### src/rtl/i2c_seq_pkg.sv
package i2c_seq_pkg;
  localparam int unsigned CB_EN    = 7;
  localparam int unsigned CB_START = 6;
  localparam int unsigned CB_STOP  = 5;
  localparam int unsigned CB_TMR   = 4;
  localparam int unsigned CB_TXI   = 3;
  localparam int unsigned CB_NAK   = 2;
  localparam int unsigned CB_FLUSH = 1;
  localparam int unsigned CB_FILT  = 0;

  typedef struct packed {
    logic en;
    logic start;
    logic stop;
    logic tmr;
    logic txi;
    logic nak;
    logic filt;
  } ctl_t;

  typedef enum logic [3:0] {
    ST_IDLE, ST_START_A, ST_START_B, ST_BIT_LO, ST_BIT_HI, ST_ACK_LO,
    ST_ACK_HI, ST_HOLD, ST_RS_A, ST_RS_B, ST_STOP_A, ST_STOP_B
  } eng_state_e;
endpackage

### src/rtl/i2c_baud_gen.sv
module i2c_baud_gen #(
  parameter int unsigned DIV_W = 16
) (
  input  logic             clk_i,
  input  logic             rst_ni,
  input  logic             run_i,
  input  logic [DIV_W-1:0] div_i,
  output logic             tick_o
);
  logic [DIV_W-1:0] cnt_q;
  logic             at_one;

  assign at_one = (cnt_q <= DIV_W'(1));
  assign tick_o = run_i && at_one;

  always_ff @(posedge clk_i or negedge rst_ni) begin
    if (!rst_ni)                cnt_q <= '0;
    else if (!run_i || at_one)  cnt_q <= div_i;
    else                        cnt_q <= cnt_q - DIV_W'(1);
  end
endmodule

### src/rtl/i2c_ctl_regs.sv
module i2c_ctl_regs
  import i2c_seq_pkg::*;
#(
  parameter int unsigned DATA_W = 8
) (
  input  logic              clk_i,
  input  logic              rst_ni,
  input  logic              ctl_wr_i,
  input  logic [7:0]        ctl_wdata_i,
  input  logic              data_wr_i,
  input  logic [DATA_W-1:0] data_wdata_i,
  input  logic              load_i,
  input  logic              start_done_i,
  input  logic              stop_done_i,
  input  logic              abort_i,
  output ctl_t              ctl_o,
  output logic [DATA_W-1:0] data_o,
  output logic              full_o,
  output logic              arb_lost_o
);
  ctl_t              c_q, c_d;
  logic [DATA_W-1:0] data_q;
  logic              full_q, arb_q;
  logic              set_start, set_stop, flush;

  assign set_start = ctl_wr_i && ctl_wdata_i[CB_EN] && ctl_wdata_i[CB_START];
  assign set_stop  = ctl_wr_i && ctl_wdata_i[CB_EN] && ctl_wdata_i[CB_STOP];
  assign flush     = ctl_wr_i && ctl_wdata_i[CB_FLUSH];

  always_comb begin
    c_d = c_q;
    if (ctl_wr_i) begin
      c_d.en   = ctl_wdata_i[CB_EN];
      c_d.tmr  = ctl_wdata_i[CB_TMR];
      c_d.txi  = ctl_wdata_i[CB_TXI];
      c_d.nak  = ctl_wdata_i[CB_NAK];
      c_d.filt = ctl_wdata_i[CB_FILT];
    end
    if (start_done_i || abort_i) c_d.start = 1'b0;
    if (stop_done_i || abort_i)  c_d.stop  = 1'b0;
    // software set wins over a same-cycle hardware clear
    if (set_start) c_d.start = 1'b1;
    if (set_stop)  c_d.stop  = 1'b1;
    if (!c_d.en) begin
      c_d.start = 1'b0;
      c_d.stop  = 1'b0;
    end
  end

  always_ff @(posedge clk_i or negedge rst_ni) begin
    if (!rst_ni) begin
      c_q    <= '0;
      data_q <= '0;
      full_q <= 1'b0;
      arb_q  <= 1'b0;
    end else begin
      c_q <= c_d;
      if (data_wr_i) begin
        data_q <= data_wdata_i;
        full_q <= 1'b1;
      end else if (load_i || flush) begin
        full_q <= 1'b0;
      end
      if (abort_i)        arb_q <= 1'b1;
      else if (set_start) arb_q <= 1'b0;
    end
  end

  assign ctl_o      = c_q;
  assign data_o     = data_q;
  assign full_o     = full_q;
  assign arb_lost_o = arb_q;

  assert_start_held_R2: assert property (@(posedge clk_i) disable iff (!rst_ni)
    (c_q.en && c_q.start && !start_done_i && !abort_i && !(ctl_wr_i && !ctl_wdata_i[CB_EN]))
    |=> c_q.start);
  assert_disable_clears_R3: assert property (@(posedge clk_i) disable iff (!rst_ni)
    (ctl_wr_i && !ctl_wdata_i[CB_EN]) |=> (!c_q.start && !c_q.stop));
  assert_load_empties_R5: assert property (@(posedge clk_i) disable iff (!rst_ni)
    (load_i && !data_wr_i) |=> !full_q);
  assert_abort_flags_R13: assert property (@(posedge clk_i) disable iff (!rst_ni)
    (abort_i && !ctl_wr_i) |=> (arb_q && !c_q.start && !c_q.stop));
endmodule

### src/rtl/i2c_bit_engine.sv
module i2c_bit_engine
  import i2c_seq_pkg::*;
#(
  parameter int unsigned DATA_W = 8
) (
  input  logic              clk_i,
  input  logic              rst_ni,
  input  logic              en_i,
  input  logic              tick_i,
  input  logic              start_i,
  input  logic              stop_i,
  input  logic              full_i,
  input  logic [DATA_W-1:0] data_i,
  input  logic              sda_i,
  input  logic              filt_i,
  output logic              scl_o,
  output logic              sda_o,
  output logic              load_o,
  output logic              start_done_o,
  output logic              stop_done_o,
  output logic              abort_o,
  output logic              nak_o
);
  localparam int unsigned CNT_W = (DATA_W > 1) ? $clog2(DATA_W) : 1;
  localparam logic [CNT_W-1:0] LAST_BIT = CNT_W'(DATA_W - 1);

  eng_state_e        st_q, st_d;
  logic [DATA_W-1:0] sh_q, sh_d;
  logic [CNT_W-1:0]  cnt_q, cnt_d;
  logic              nak_q, nak_d;
  logic              s1_q, s2_q, sf_q, sda_in;

  // glitch filter: accept a level once two samples agree
  always_ff @(posedge clk_i or negedge rst_ni) begin
    if (!rst_ni) begin
      s1_q <= 1'b1;
      s2_q <= 1'b1;
      sf_q <= 1'b1;
    end else begin
      s1_q <= sda_i;
      s2_q <= s1_q;
      if (s1_q == s2_q) sf_q <= s2_q;
    end
  end
  assign sda_in = filt_i ? sf_q : sda_i;

  always_comb begin
    st_d         = st_q;
    sh_d         = sh_q;
    cnt_d        = cnt_q;
    nak_d        = nak_q;
    load_o       = 1'b0;
    start_done_o = 1'b0;
    stop_done_o  = 1'b0;
    abort_o      = 1'b0;
    if (!en_i) begin
      st_d = ST_IDLE;
    end else if (tick_i) begin
      unique case (st_q)
        ST_IDLE: begin
          if (start_i && full_i)  st_d = ST_START_A;
          else if (stop_i && !start_i) stop_done_o = 1'b1;
        end
        ST_START_A: begin
          st_d         = ST_START_B;
          start_done_o = 1'b1;
        end
        ST_BIT_LO: st_d = ST_BIT_HI;
        ST_BIT_HI: begin
          if (sh_q[DATA_W-1] && !sda_in) begin
            abort_o = 1'b1;
            st_d    = ST_IDLE;
          end else if (cnt_q == LAST_BIT) begin
            st_d = ST_ACK_LO;
          end else begin
            cnt_d = cnt_q + CNT_W'(1);
            sh_d  = {sh_q[DATA_W-2:0], 1'b0};
            st_d  = ST_BIT_LO;
          end
        end
        ST_ACK_LO: st_d = ST_ACK_HI;
        ST_RS_A:   st_d = ST_RS_B;
        ST_RS_B:   st_d = ST_START_A;
        ST_STOP_A: st_d = ST_STOP_B;
        ST_STOP_B: begin
          st_d        = ST_IDLE;
          stop_done_o = 1'b1;
        end
        default: begin
          // START_B, ACK_HI, HOLD: choose what follows a byte boundary
          if (st_q == ST_ACK_HI) nak_d = sda_in;
          if (st_q != ST_START_B && start_i) begin
            st_d = ST_RS_A;
          end else if (st_q != ST_START_B && stop_i) begin
            st_d = ST_STOP_A;
          end else if (full_i) begin
            load_o = 1'b1;
            sh_d   = data_i;
            cnt_d  = '0;
            st_d   = ST_BIT_LO;
          end else if (stop_i) begin
            st_d = ST_STOP_A;
          end else begin
            st_d = ST_HOLD;
          end
        end
      endcase
    end
  end

  always_ff @(posedge clk_i or negedge rst_ni) begin
    if (!rst_ni) begin
      st_q  <= ST_IDLE;
      sh_q  <= '0;
      cnt_q <= '0;
      nak_q <= 1'b0;
    end else begin
      st_q  <= st_d;
      sh_q  <= sh_d;
      cnt_q <= cnt_d;
      nak_q <= nak_d;
    end
  end

  always_comb begin
    unique case (st_q)
      ST_IDLE:              begin scl_o = 1'b1; sda_o = 1'b1; end
      ST_START_A:           begin scl_o = 1'b1; sda_o = 1'b0; end
      ST_BIT_LO:            begin scl_o = 1'b0; sda_o = sh_q[DATA_W-1]; end
      ST_BIT_HI:            begin scl_o = 1'b1; sda_o = sh_q[DATA_W-1]; end
      ST_ACK_LO:            begin scl_o = 1'b0; sda_o = 1'b1; end
      ST_ACK_HI:            begin scl_o = 1'b1; sda_o = 1'b1; end
      ST_RS_A:              begin scl_o = 1'b0; sda_o = 1'b1; end
      ST_RS_B:              begin scl_o = 1'b1; sda_o = 1'b1; end
      ST_STOP_B:            begin scl_o = 1'b1; sda_o = 1'b0; end
      default:              begin scl_o = 1'b0; sda_o = 1'b0; end
    endcase
  end

  assign nak_o = nak_q;

  assert_wait_for_data_R4: assert property (@(posedge clk_i) disable iff (!rst_ni)
    (st_q == ST_IDLE && !full_i) |=> (st_q == ST_IDLE));
  assert_release_when_off_R3: assert property (@(posedge clk_i) disable iff (!rst_ni)
    !en_i |=> (scl_o && sda_o));
endmodule

### src/rtl/i2c_cmd_seq.sv
module i2c_cmd_seq
  import i2c_seq_pkg::*;
#(
  parameter int unsigned DATA_W = 8,
  parameter int unsigned DIV_W  = 16
) (
  input  logic              clk_i,
  input  logic              rst_ni,
  input  logic              ctl_wr_i,
  input  logic [7:0]        ctl_wdata_i,
  output logic [7:0]        ctl_o,
  input  logic              data_wr_i,
  input  logic [DATA_W-1:0] data_wdata_i,
  input  logic [DIV_W-1:0]  baud_div_i,
  output logic              scl_o,
  output logic              sda_o,
  input  logic              sda_i,
  output logic              txe_o,
  output logic              nak_o,
  output logic              arb_lost_o,
  output logic              irq_o
);
  ctl_t              ctl;
  logic [DATA_W-1:0] hold_data;
  logic              full, tick, load, start_done, stop_done, abort;

  i2c_ctl_regs #(.DATA_W(DATA_W)) i_regs (
    .clk_i        (clk_i),
    .rst_ni       (rst_ni),
    .ctl_wr_i     (ctl_wr_i),
    .ctl_wdata_i  (ctl_wdata_i),
    .data_wr_i    (data_wr_i),
    .data_wdata_i (data_wdata_i),
    .load_i       (load),
    .start_done_i (start_done),
    .stop_done_i  (stop_done),
    .abort_i      (abort),
    .ctl_o        (ctl),
    .data_o       (hold_data),
    .full_o       (full),
    .arb_lost_o   (arb_lost_o)
  );

  i2c_baud_gen #(.DIV_W(DIV_W)) i_baud (
    .clk_i  (clk_i),
    .rst_ni (rst_ni),
    .run_i  (ctl.en || ctl.tmr),
    .div_i  (baud_div_i),
    .tick_o (tick)
  );

  i2c_bit_engine #(.DATA_W(DATA_W)) i_eng (
    .clk_i        (clk_i),
    .rst_ni       (rst_ni),
    .en_i         (ctl.en),
    .tick_i       (tick),
    .start_i      (ctl.start),
    .stop_i       (ctl.stop),
    .full_i       (full),
    .data_i       (hold_data),
    .sda_i        (sda_i),
    .filt_i       (ctl.filt),
    .scl_o        (scl_o),
    .sda_o        (sda_o),
    .load_o       (load),
    .start_done_o (start_done),
    .stop_done_o  (stop_done),
    .abort_o      (abort),
    .nak_o        (nak_o)
  );

  assign ctl_o = {ctl.en, ctl.start, ctl.stop, ctl.tmr, ctl.txi, ctl.nak, 1'b0, ctl.filt};
  assign txe_o = !full;
  assign irq_o = (ctl.en && ctl.txi && !full) || (!ctl.en && ctl.tmr && tick);

  assert_txe_after_write_R11: assert property (@(posedge clk_i) disable iff (!rst_ni)
    data_wr_i |=> !txe_o);
endmodule

### config.mk
export PLATFORM = sky130hd
export DESIGN_NAME = i2c_cmd_seq
export DESIGN_NICKNAME = d
export VERILOG_FILES = /design/src/rtl/i2c_seq_pkg.sv /design/src/rtl/i2c_baud_gen.sv /design/src/rtl/i2c_ctl_regs.sv /design/src/rtl/i2c_bit_engine.sv /design/src/rtl/i2c_cmd_seq.sv
export SDC_FILE = /design/constraint.sdc
export NUM_CORES = 1
export LEC_CHECK = 0
export BUFFER_PORTS_ARGS = -buffer_cell sky130_fd_sc_hd__buf_2
export CORE_AREA = 2 2 67 116
export DETAILED_ROUTE_END_ITERATION = 8
export DIE_AREA = 0 0 69 118
export PLACE_DENSITY_LB_ADDON = 0.1
export SKIP_CTS_REPAIR_TIMING = 1
export SYNTH_ARGS = -nofsm -noshare
export SYNTH_HDL_FRONTEND = slang
export SYNTH_SLANG_ARGS = --single-unit
### constraint.sdc
create_clock -name clk_i -period 2.9 [get_ports clk_i]
set_clock_uncertainty 0.1 [all_clocks]
set_input_delay 0.145 -clock clk_i [delete_from_list [all_inputs] [get_ports clk_i]]
set_output_delay 0.145 -clock clk_i [all_outputs]
set_load 0.005 [all_outputs]
-- Word-level counts from Yosys, hierarchy flattened
Index checks and enable logic that the tools add are counted.
W data, S select, Z words.
- output and inout port bits: 14
- input port bits: 37
- word-level logic and storage cells: 134
- register bits: 52
- order comparisons: 1
- reductions and logical operators: 37
- equality and inequality tests: 20
- bitwise logic cells: 2
- add/subtract/negate cells: 2
- mux-type cells: 54
- operator list (operator ; count):
    $mux W8 ; 5
    $pmux W4 S9 ; 1
    $mux W4 ; 8
    $mux W1 ; 28
    $mux W3 ; 6
    $eq A4 B4 Y1 const B ; 4
    $le A16 B1 Y1 const B ; 1
    $mux W16 ; 1
    $pmux W8 S2 ; 1
    $sub A16 B1 Y16 const B ; 1
    $logic_and A1 B1 Y1 ; 14
    $eq A4 B3 Y1 const B ; 3
    $ne A2 B2 Y1 const B ; 5
    $reduce_or A9 Y1 ; 1
    $reduce_and A8 Y1 ; 1
    $reduce_or A8 Y1 ; 1
    $logic_or A1 B1 Y1 ; 6
    $ne A3 B3 Y1 const B ; 2
    $pmux W3 S2 ; 1
    $reduce_bool A2 Y1 ; 3
    $reduce_or A6 Y1 ; 1
    $logic_not A1 Y1 ; 5
    $reduce_or A5 Y1 ; 1
    $eq A4 B1 Y1 const B ; 1
    other kinds (13) ; 15

-- Longest topological paths before layout
Gate-level depths: netlist (run 1).
- depth after elaboration: 11
- gate-level depth with buffers: 7
- mapped depth without buffers: 6

-- By module
Synthesis (run 1) repeated with hierarchy kept, for this count alone.
- cells, all modules: 282
- area total of the unflattened synthesis: 2887.8 µm²
- modules (own cells, without submodules) (module ; times used ; sequential area each (µm²) ; area an instance (µm²) ; cells each):
    i2c_bit_engine ; 1 ; 479.2 ; 1276.2 ; 136
    i2c_baud_gen ; 1 ; 400.4 ; 918.4 ; 96
    i2c_ctl_regs ; 1 ; 425.4 ; 658.1 ; 43
    i2c_cmd_seq ; 1 ; 0.0 ; 35.0 ; 7

-- Worst setup path before layout (run 1)
OpenSTA, ideal clock, no wires.
- path kind: reg2reg
- start: register i_baud.cnt_q[8]
- end: register i_eng.cnt_q[0]
- cell stages (with the launch flop): 7
- path buffers: 1
- setup slack: 842 ps
- library setup time: 125 ps
- data arrival time: 1833 ps
- data required time: 2675 ps
- cells stage by stage: dfrtp_1 or3_4 nor4_4 nand3_4 nor2_2 buf_6 mux2_4
- word-level cells in the longest chain between the ends: 3
- RTL lines (item ; RTL line ; text):
    start: declaration ; i2c_baud_gen.sv:10 ; logic [DIV_W-1:0] cnt_q;
    start signal: assignment ; i2c_baud_gen.sv:18 ; else if (!run_i || at_one) cnt_q <= div_i;
    start signal: assignment ; i2c_baud_gen.sv:19 ; else cnt_q <= cnt_q - DIV_W'(1);
    $le A16 B1 Y1 ; i2c_baud_gen.sv:13 ; assign at_one = (cnt_q <= DIV_W'(1));
    $logic_and A1 B1 Y1 ; i2c_baud_gen.sv:14 ; assign tick_o = run_i && at_one;
    $reduce_and A8 Y1 (no source line) ; -- ;
    end signal: assignment ; i2c_bit_engine.sv:120 ; cnt_q <= cnt_d;
    end: declaration ; i2c_bit_engine.sv:29 ; logic [CNT_W-1:0] cnt_q, cnt_d;
Every way passes these cells.
A chain may end at the register's enable or synchronous reset.

-- Final worst setup path (run 1)
- start: register i_baud.cnt_q[6]
- end: output port irq_o
- word-level cells in the longest chain between the ends: 4
- RTL lines (item ; RTL line ; text):
    $le A16 B1 Y1 ; i2c_baud_gen.sv:13 ;
    $logic_and A1 B1 Y1 ; i2c_baud_gen.sv:14 ;
    $logic_and A1 B1 Y1 ; i2c_cmd_seq.sv:74 ; assign irq_o = (ctl.en && ctl.txi && !full) || (!ctl.en && ctl.tmr && tick);
    $logic_or A1 B1 Y1 ; i2c_cmd_seq.sv:74 ;
    end: declaration ; i2c_cmd_seq.sv:21 ; output logic irq_o
Every way passes these cells.

==> results of run 1 <==
-- synth_stat cells (all sizes together), types with 2 or more instances --
cell / number
buf: 11
clkbuf: 6
o21a: 2
and2: 3
o32ai: 2
o41ai: 2
dfstp: 3
o211ai: 3
o221ai: 3
nand2: 40
nor2: 31
xnor2: 9
o21ai: 9
nand3: 9
a21oi: 20
dfrtp: 49
nor2b: 3
or3: 2
nor4: 3
inv: 14
xor2: 4
mux2i: 9
a31oi: 3
ha: 4
nor3: 5
mux2: 20
-- layout make-up --
type	instances	area [um^2]
multi-input cells	202	1340
flip-flops and latches	52	1310
clock buffers	7	153
repair buffers	72	453
inverters	14	52.6
well taps	86	108
fillers	715	3770
-- logic make-up (layout without fill, tap and decap cells) --
family	after synthesis	in the layout	share of synthesized area, %
AND/OR/NAND/NOR	102	102	17.5
AO/OA/AOI/OAI	52	52	11.9
flip-flops	52	52	46.8
buffers and inverters	31	93	5.33
multiplexers	29	29	12.1
XOR/XNOR	13	13	4.08
adder cells (fa/ha/maj)	5	5	2.15
other	1	1	0.134
-- layer usage --
layer / GRT usage (%) / wire (um)
met1: 18.0 / 2490
met4: 6.50 / 183
met2: 30.8 / 3650
met3: 3.17 / 200
met5: 0 / 0
-- flip-flops by register name (all words and copies together), names as in the netlist --
name	cells
i_regs.full_o	1
i_baud.cnt_q	16
i_regs.data_o	8
i_eng.cnt_q	3
i_regs.ctl_o	7
i_eng.nak_o	1
i_eng.sh_q	8
i_eng.st_q	4
i_eng.s1_q	1
i_eng.sf_q	1
i_regs.arb_lost_o	1
i_eng.s2_q	1
-- where the power goes --
group	internal [uW]	switching, uW	leakage, uW	total, uW
Clock	362	241	0.0000760	604
Combinational	145	146	0.000827	291
Sequential	815	82.3	0.000609	897
-- metrics by stage --
step | hold slack (ns) | utilization, % | setup slack [ns]
floorplan | -0.251 | - | 0.842
global placement | 0.0510 | 43.4 | 0.681
detailed placement | 0.0455 | 43.4 | 0.615
CTS | -0.253 | 45.6 | 0.542
global route | 0.000332 | 47.5 | 0.445
finish | -0.0155 | 47.5 | 0.548
-- critical path, delay by kind of cell, from the launching register on --
family / cells / cell delay [ns]
DFF: 1 / 0.40
AOI/OAI and AO/OA: 2 / 0.53
and+or+nand+nor: 3 / 0.76
buffers and inverters: 1 / 0.13
-- worst paths after layout --
check	to	slack (ns)	cells past startpoint
min in group asynchronous	i_regs.ctl_o[0]	0.27	2
worst min-delay path	i_regs.data_o[5]	-0.02	2
max in group asynchronous	i_eng.sf_q	1.63	3
worst max register to register	i_eng.sh_q[1]	0.58	6
worst min register to register	i_eng.s2_q	0.27	0
worst max-delay path	irq_o	0.55	6
==> metrics.md, run 1 <==
| Metric | Value |
|---|---|
| Largest net degree at the start of global routing | `31` |
| Mean area per synthesized cell | `9.79 um^2` |
| Cells after synthesis | `285` |
| Crit share post-route | `81.1%` |
| CTS tree | `done` |
| Actual slew at the worst max-slew pin | `0.512 ns` |
| Peak Freq | `425 MHz` |
| CP max stage cell | `nor4_1` |
| FF-to-FF Start | `i_baud.cnt_q[6]` |
| CP Max Fanout | `4` |
| Std-Cell Core Area | `0.00718 mm^2` |
| CP Data Arrival Time | `2.11 ns` |
| IO Pins | `51` |
| Number of flops mapped to enable cells by yosys | `0` |
| First-pass GRT wire length | `10900 um` |
| CTS buffer count | `5` |
| RSZ-0062 raised after global routing | `false` |
| Max stage delay on crit path | `0.46 ns` |
| CP Cell Sequence | `nor4_1, o2111a_1, and2_2, nand2_1, o21ai_0, buf_2` |
| CTS root buf | `clkbuf_16` |
| Die extent in x | `69 um` |
| Area Overhead vs Synth | `22.2%` |
| Final WL | `6520 um` |
| Most frequent cells in the layout | `dfrtp_1 (49), buf_2 (49), nand2_1 (40)` |
| Vias in the first global route | `2273` |
| WS Path Type | `flop to output pin` |
| 1st-iter DRT viols | `77` |
| All-Layer GR Usage | `16.6%` |
| Detailed Place HPWL | `4960 um` |
| Global route overflow | `0` |
| Non-Filler Instances | `433` |
| TritonCTS sink count | `52` |
| Residual DRC count | `0` |
| Skew-Pair Late Insertion Delay | `0.29 ns` |
| H-tree Lvls | `2` |
| Hold Crit Start | `data_wdata_i[5]` |
| LEAKAGE | `0.00151 uW` |
| Vias | `2194` |
| Initial antenna violation count | `0` |
| Clk pin slew, worst setup/hold paths | `0.06 ns` |
| Post-route design area | `0.00341 mm^2` |
| Starting Density | `38.9%` |
| Placer Congestion | `0.838` |
| Failing checks | `hold timing` |
| Post-synth ARST share | `100%` |
| # rows | `41` |
| Yosys cell types | `50` |
| Status | `complete, but fails checks` |
| Final Hold Vio Count | `1` |
| Mapped cell area | `0.00279 mm^2` |
| Final net count | `388` |
| Vias per cell | `5.07` |
| Fin Hold WS | `-0.0155 ns` |
| Die Y | `118 um` |
| Yosys top cell area share | `43.9%` |
| Setup TNS | `0 ns` |
| Final worst path period need | `2.35 ns` |
| Final setup fails | `0` |
| MaxCap Viol Count | `0` |
| Syn_nets | `326` |
| Hold Path Class | `primary input to flop` |
| Yosys warns | `0` |
| Antenna cells | `0` |
| DP Area | `0.00312 mm^2` |
| Synth area leaders | `dfrtp_1 (44%), mux2_2 (5.6%), nand2_1 (5.4%)` |
| Worst rel slew slack | `65.9%` |
| Worst Path Required | `2.65 ns` |
| Share of cells above drive strength 1 | `28.0%` |
| WL/cell | `15.1 um` |
| DRT Pass-1 Iters | `4` |
| VDD IR-drop max | `366 uV` |
| Die area | `0.00814 mm^2` |
| Crit path launch | `i_baud.cnt_q[6]` |
| Placed insts | `412` |
| Clk buf depth | `2` |
| Worst setup SP type | `flop` |
| Slew Limit Fails | `0` |
| Register area share after synthesis | `46.8%` |
| Power per cell area | `525 mW/mm^2` |
| Synth Flop Type | `dfrtp_1` |
| CP Capture Type | `output pin` |
| Dominant cell type by area after synthesis | `dfrtp_1` |
| Final Power | `1790 uW` |
| Synth Register Bits | `52` |
| I/O Buffers | `49` |
| ANT nets after route | `0` |
No activity file was read; power rests on OpenSTA's default activity.
==> run 2, diff against run 1 <==
==> constraint.sdc (replaced) <==
create_clock -name clk_i -period 2.3 [get_ports clk_i]
set_clock_uncertainty 0.1 [all_clocks]
set_input_delay 0.115 -clock clk_i [delete_from_list [all_inputs] [get_ports clk_i]]
set_output_delay 0.115 -clock clk_i [all_outputs]
set_load 0.005 [all_outputs]
==> metrics.md, run 2 (synthesis gave the netlist of run 1 again) <==
| Metric | Value |
|---|---|
| DRT Pass-1 Iters | `4 (unchanged)` |
| CTS root buf | `clkbuf_16` |
| Die Y | `118 um (unchanged)` |
| Status | `complete, but fails checks` |
| Std-Cell Core Area | `0.00718 mm^2 (unchanged)` |
| Worst Path Required | `2.09 ns (-0.56 ns)` |
| Failing checks | `hold timing, setup timing` |
| Setup ws final | `-0.0163 ns (-0.564 ns)` |
| CP Capture Type | `output pin` |
| All-Layer GR Usage | `16.4% (-0.18 points)` |
| ANT nets after route | `0 (unchanged)` |
| Power per cell area | `631 mW/mm^2 (+20%)` |
| Vias per cell | `5.08 (+0.18%)` |
| Area Overhead vs Synth | `30.8%` |
| Residual DRC count | `0 (unchanged)` |
| Peak Freq | `432 MHz` |
| Most frequent cells in the layout | `dfrtp_1 (49), buf_2 (49), nand2_1 (39)` |
| Top reg by flops | `i_baud.cnt_q` |
| Actual slew at the worst max-slew pin | `0.904 ns (+0.392 ns)` |
| Worst path top cell family by delay | `simple AND/OR/NAND/NOR gates` |
| Clk pin slew, worst setup/hold paths | `0.06 ns (about the same)` |
| Final WL | `6760 um (+3.6%)` |
| TritonCTS sink count | `52 (unchanged)` |
| WL/cell | `14.7 um (-2.3%)` |
| Max reg flops | `16 (unchanged)` |
| Starting Density | `38.9% (unchanged)` |
| Fin Hold WS | `-0.0109 ns (+0.00455 ns)` |
| VDD IR-drop max | `440 uV (+20%)` |
| Post-route design area | `0.00365 mm^2 (+7.0%)` |
| Final setup fails | `1 (+1)` |
| CTS tree | `done` |
| Largest net degree at the start of global routing | `40 (+29%)` |
| Vias in the first global route | `2219 (-2.4%)` |
| # rows | `41 (unchanged)` |
| IO Pins | `51 (unchanged)` |
| Worst rel slew slack | `39.7% (-26 points)` |
| CP max stage cell | `dfrtp_1` |
| First-pass GRT wire length | `10500 um (-3.5%)` |
| Die area | `0.00814 mm^2 (unchanged)` |
| Max stage delay on crit path | `0.41 ns (-0.05 ns)` |
| Final worst path period need | `2.32 ns` |
| CP Data Arrival Time | `2.10 ns (about the same)` |
| Clk buf depth | `2 (unchanged)` |
| 1st-iter DRT viols | `139 (+81%)` |
| Final Hold Vio Count | `1 (unchanged)` |
| MaxCap Viol Count | `0 (unchanged)` |
| Die extent in x | `69 um (unchanged)` |
| CP Cell Sequence | `or3_4, nor4_4, buf_4, and2_4, nand2_2, o21ai_1, buf_2` |
| Final net count | `413 (+6.4%)` |
| DP Area | `0.00318 mm^2 (+1.8%)` |
| RSZ-0062 raised after global routing | `true` |
| CTS buffer count | `5 (unchanged)` |
| Skew-Pair Late Insertion Delay | `0.29 ns (about the same)` |
| Detailed Place HPWL | `5030 um (+1.3%)` |
| Final Power | `2300 uW (+29%)` |
| Global route overflow | `0 (unchanged)` |
| CP Max Fanout | `4 (unchanged)` |
| Worst setup SP type | `flop` |
| Initial antenna violation count | `0 (unchanged)` |
| CP bufs+invs | `2 (+1)` |
| Antenna cells | `0 (unchanged)` |
| I/O Buffers | `49 (unchanged)` |
| Vias | `2330 (+6.2%)` |
| H-tree Lvls | `2 (unchanged)` |
| LEAKAGE | `0.00163 uW (+7.5%)` |
| Slew Limit Fails | `0 (unchanged)` |
| Placer Congestion | `0.885 (+5.6%)` |
| Share of cells above drive strength 1 | `30.0% (+2.1 points)` |
| Crit share post-route | `101%` |
| WS Path Type | `flop to output pin` |
| Hold Path Class | `primary input to flop` |
==> run 2: power breakdown <==
group | internal [uW] | switching, uW
sequential | 1030 | 103
clock | 429 | 322
combinational | 224 | 198
total | 1680 | 623
==> run 2: path summary, 6_finish.rpt <==
check	start	endpoint	slack, ns	depth (start not counted)
worst max-delay path	i_baud.cnt_q[8]	irq_o	-0.02	7
worst min-delay path	baud_div_i[6]	i_baud.cnt_q[6]	-0.01	3
worst max register to register	i_baud.cnt_q[8]	i_eng.st_q[0]	0.11	6
worst min register to register	i_eng.s1_q	i_eng.s2_q	0.27	0
max in group asynchronous	rst_ni	i_baud.cnt_q[7]	1.02	3
min in group asynchronous	rst_ni	i_eng.nak_o	0.39	2
==> run 2: area by class of cell <==
cell class | instances | area (um^2)
well taps | 86 | 108
multi-input cells | 202 | 1350
fillers | 669 | 3530
repair buffers | 97 | 686
clock inverters | 2 | 10.0
clock buffers | 6 | 139
inverters | 14 | 52.6
flip-flops and latches | 52 | 1310
==> run 2: per-layer routing <==
layer / part of all wire (%) / routed length (um) / track usage (%)
met2: 57 / 3850 / 31.7
met5: 0 / 0 / 0
met3: 3.0 / 202 / 3.08
met1: 38 / 2570 / 16.7
met4: 1.9 / 129 / 6.62
==> run 2: worst min-delay path, stage by stage <==
cell and delay [ns]:
buf_2 0.07, nor2_1 0.04, a21oi_1 0.10
==> run 2: stage by stage <==
| step | worst slack (ns) | TNS [ns] | hold slack [ns] | utilization [%] | cells |
|---|---|---|---|---|---|
| 6_report | -0.0163 | -0.0163 | -0.0109 | 50.8 | 459 |
| 3_5_place_dp | 0.119 | 0 | 0.133 | 44.2 | 418 |
| 5_1_grt | -0.102 | -0.102 | 0.0193 | 50.8 | 459 |
| 2_1_floorplan | 0.242 | 0 | -0.281 | - | 285 |
| 4_1_cts | -0.0171 | -0.0171 | -0.179 | 46.3 | 426 |
| 3_3_place_gp | 0.173 | 0 | 0.130 | 44.2 | 418 |
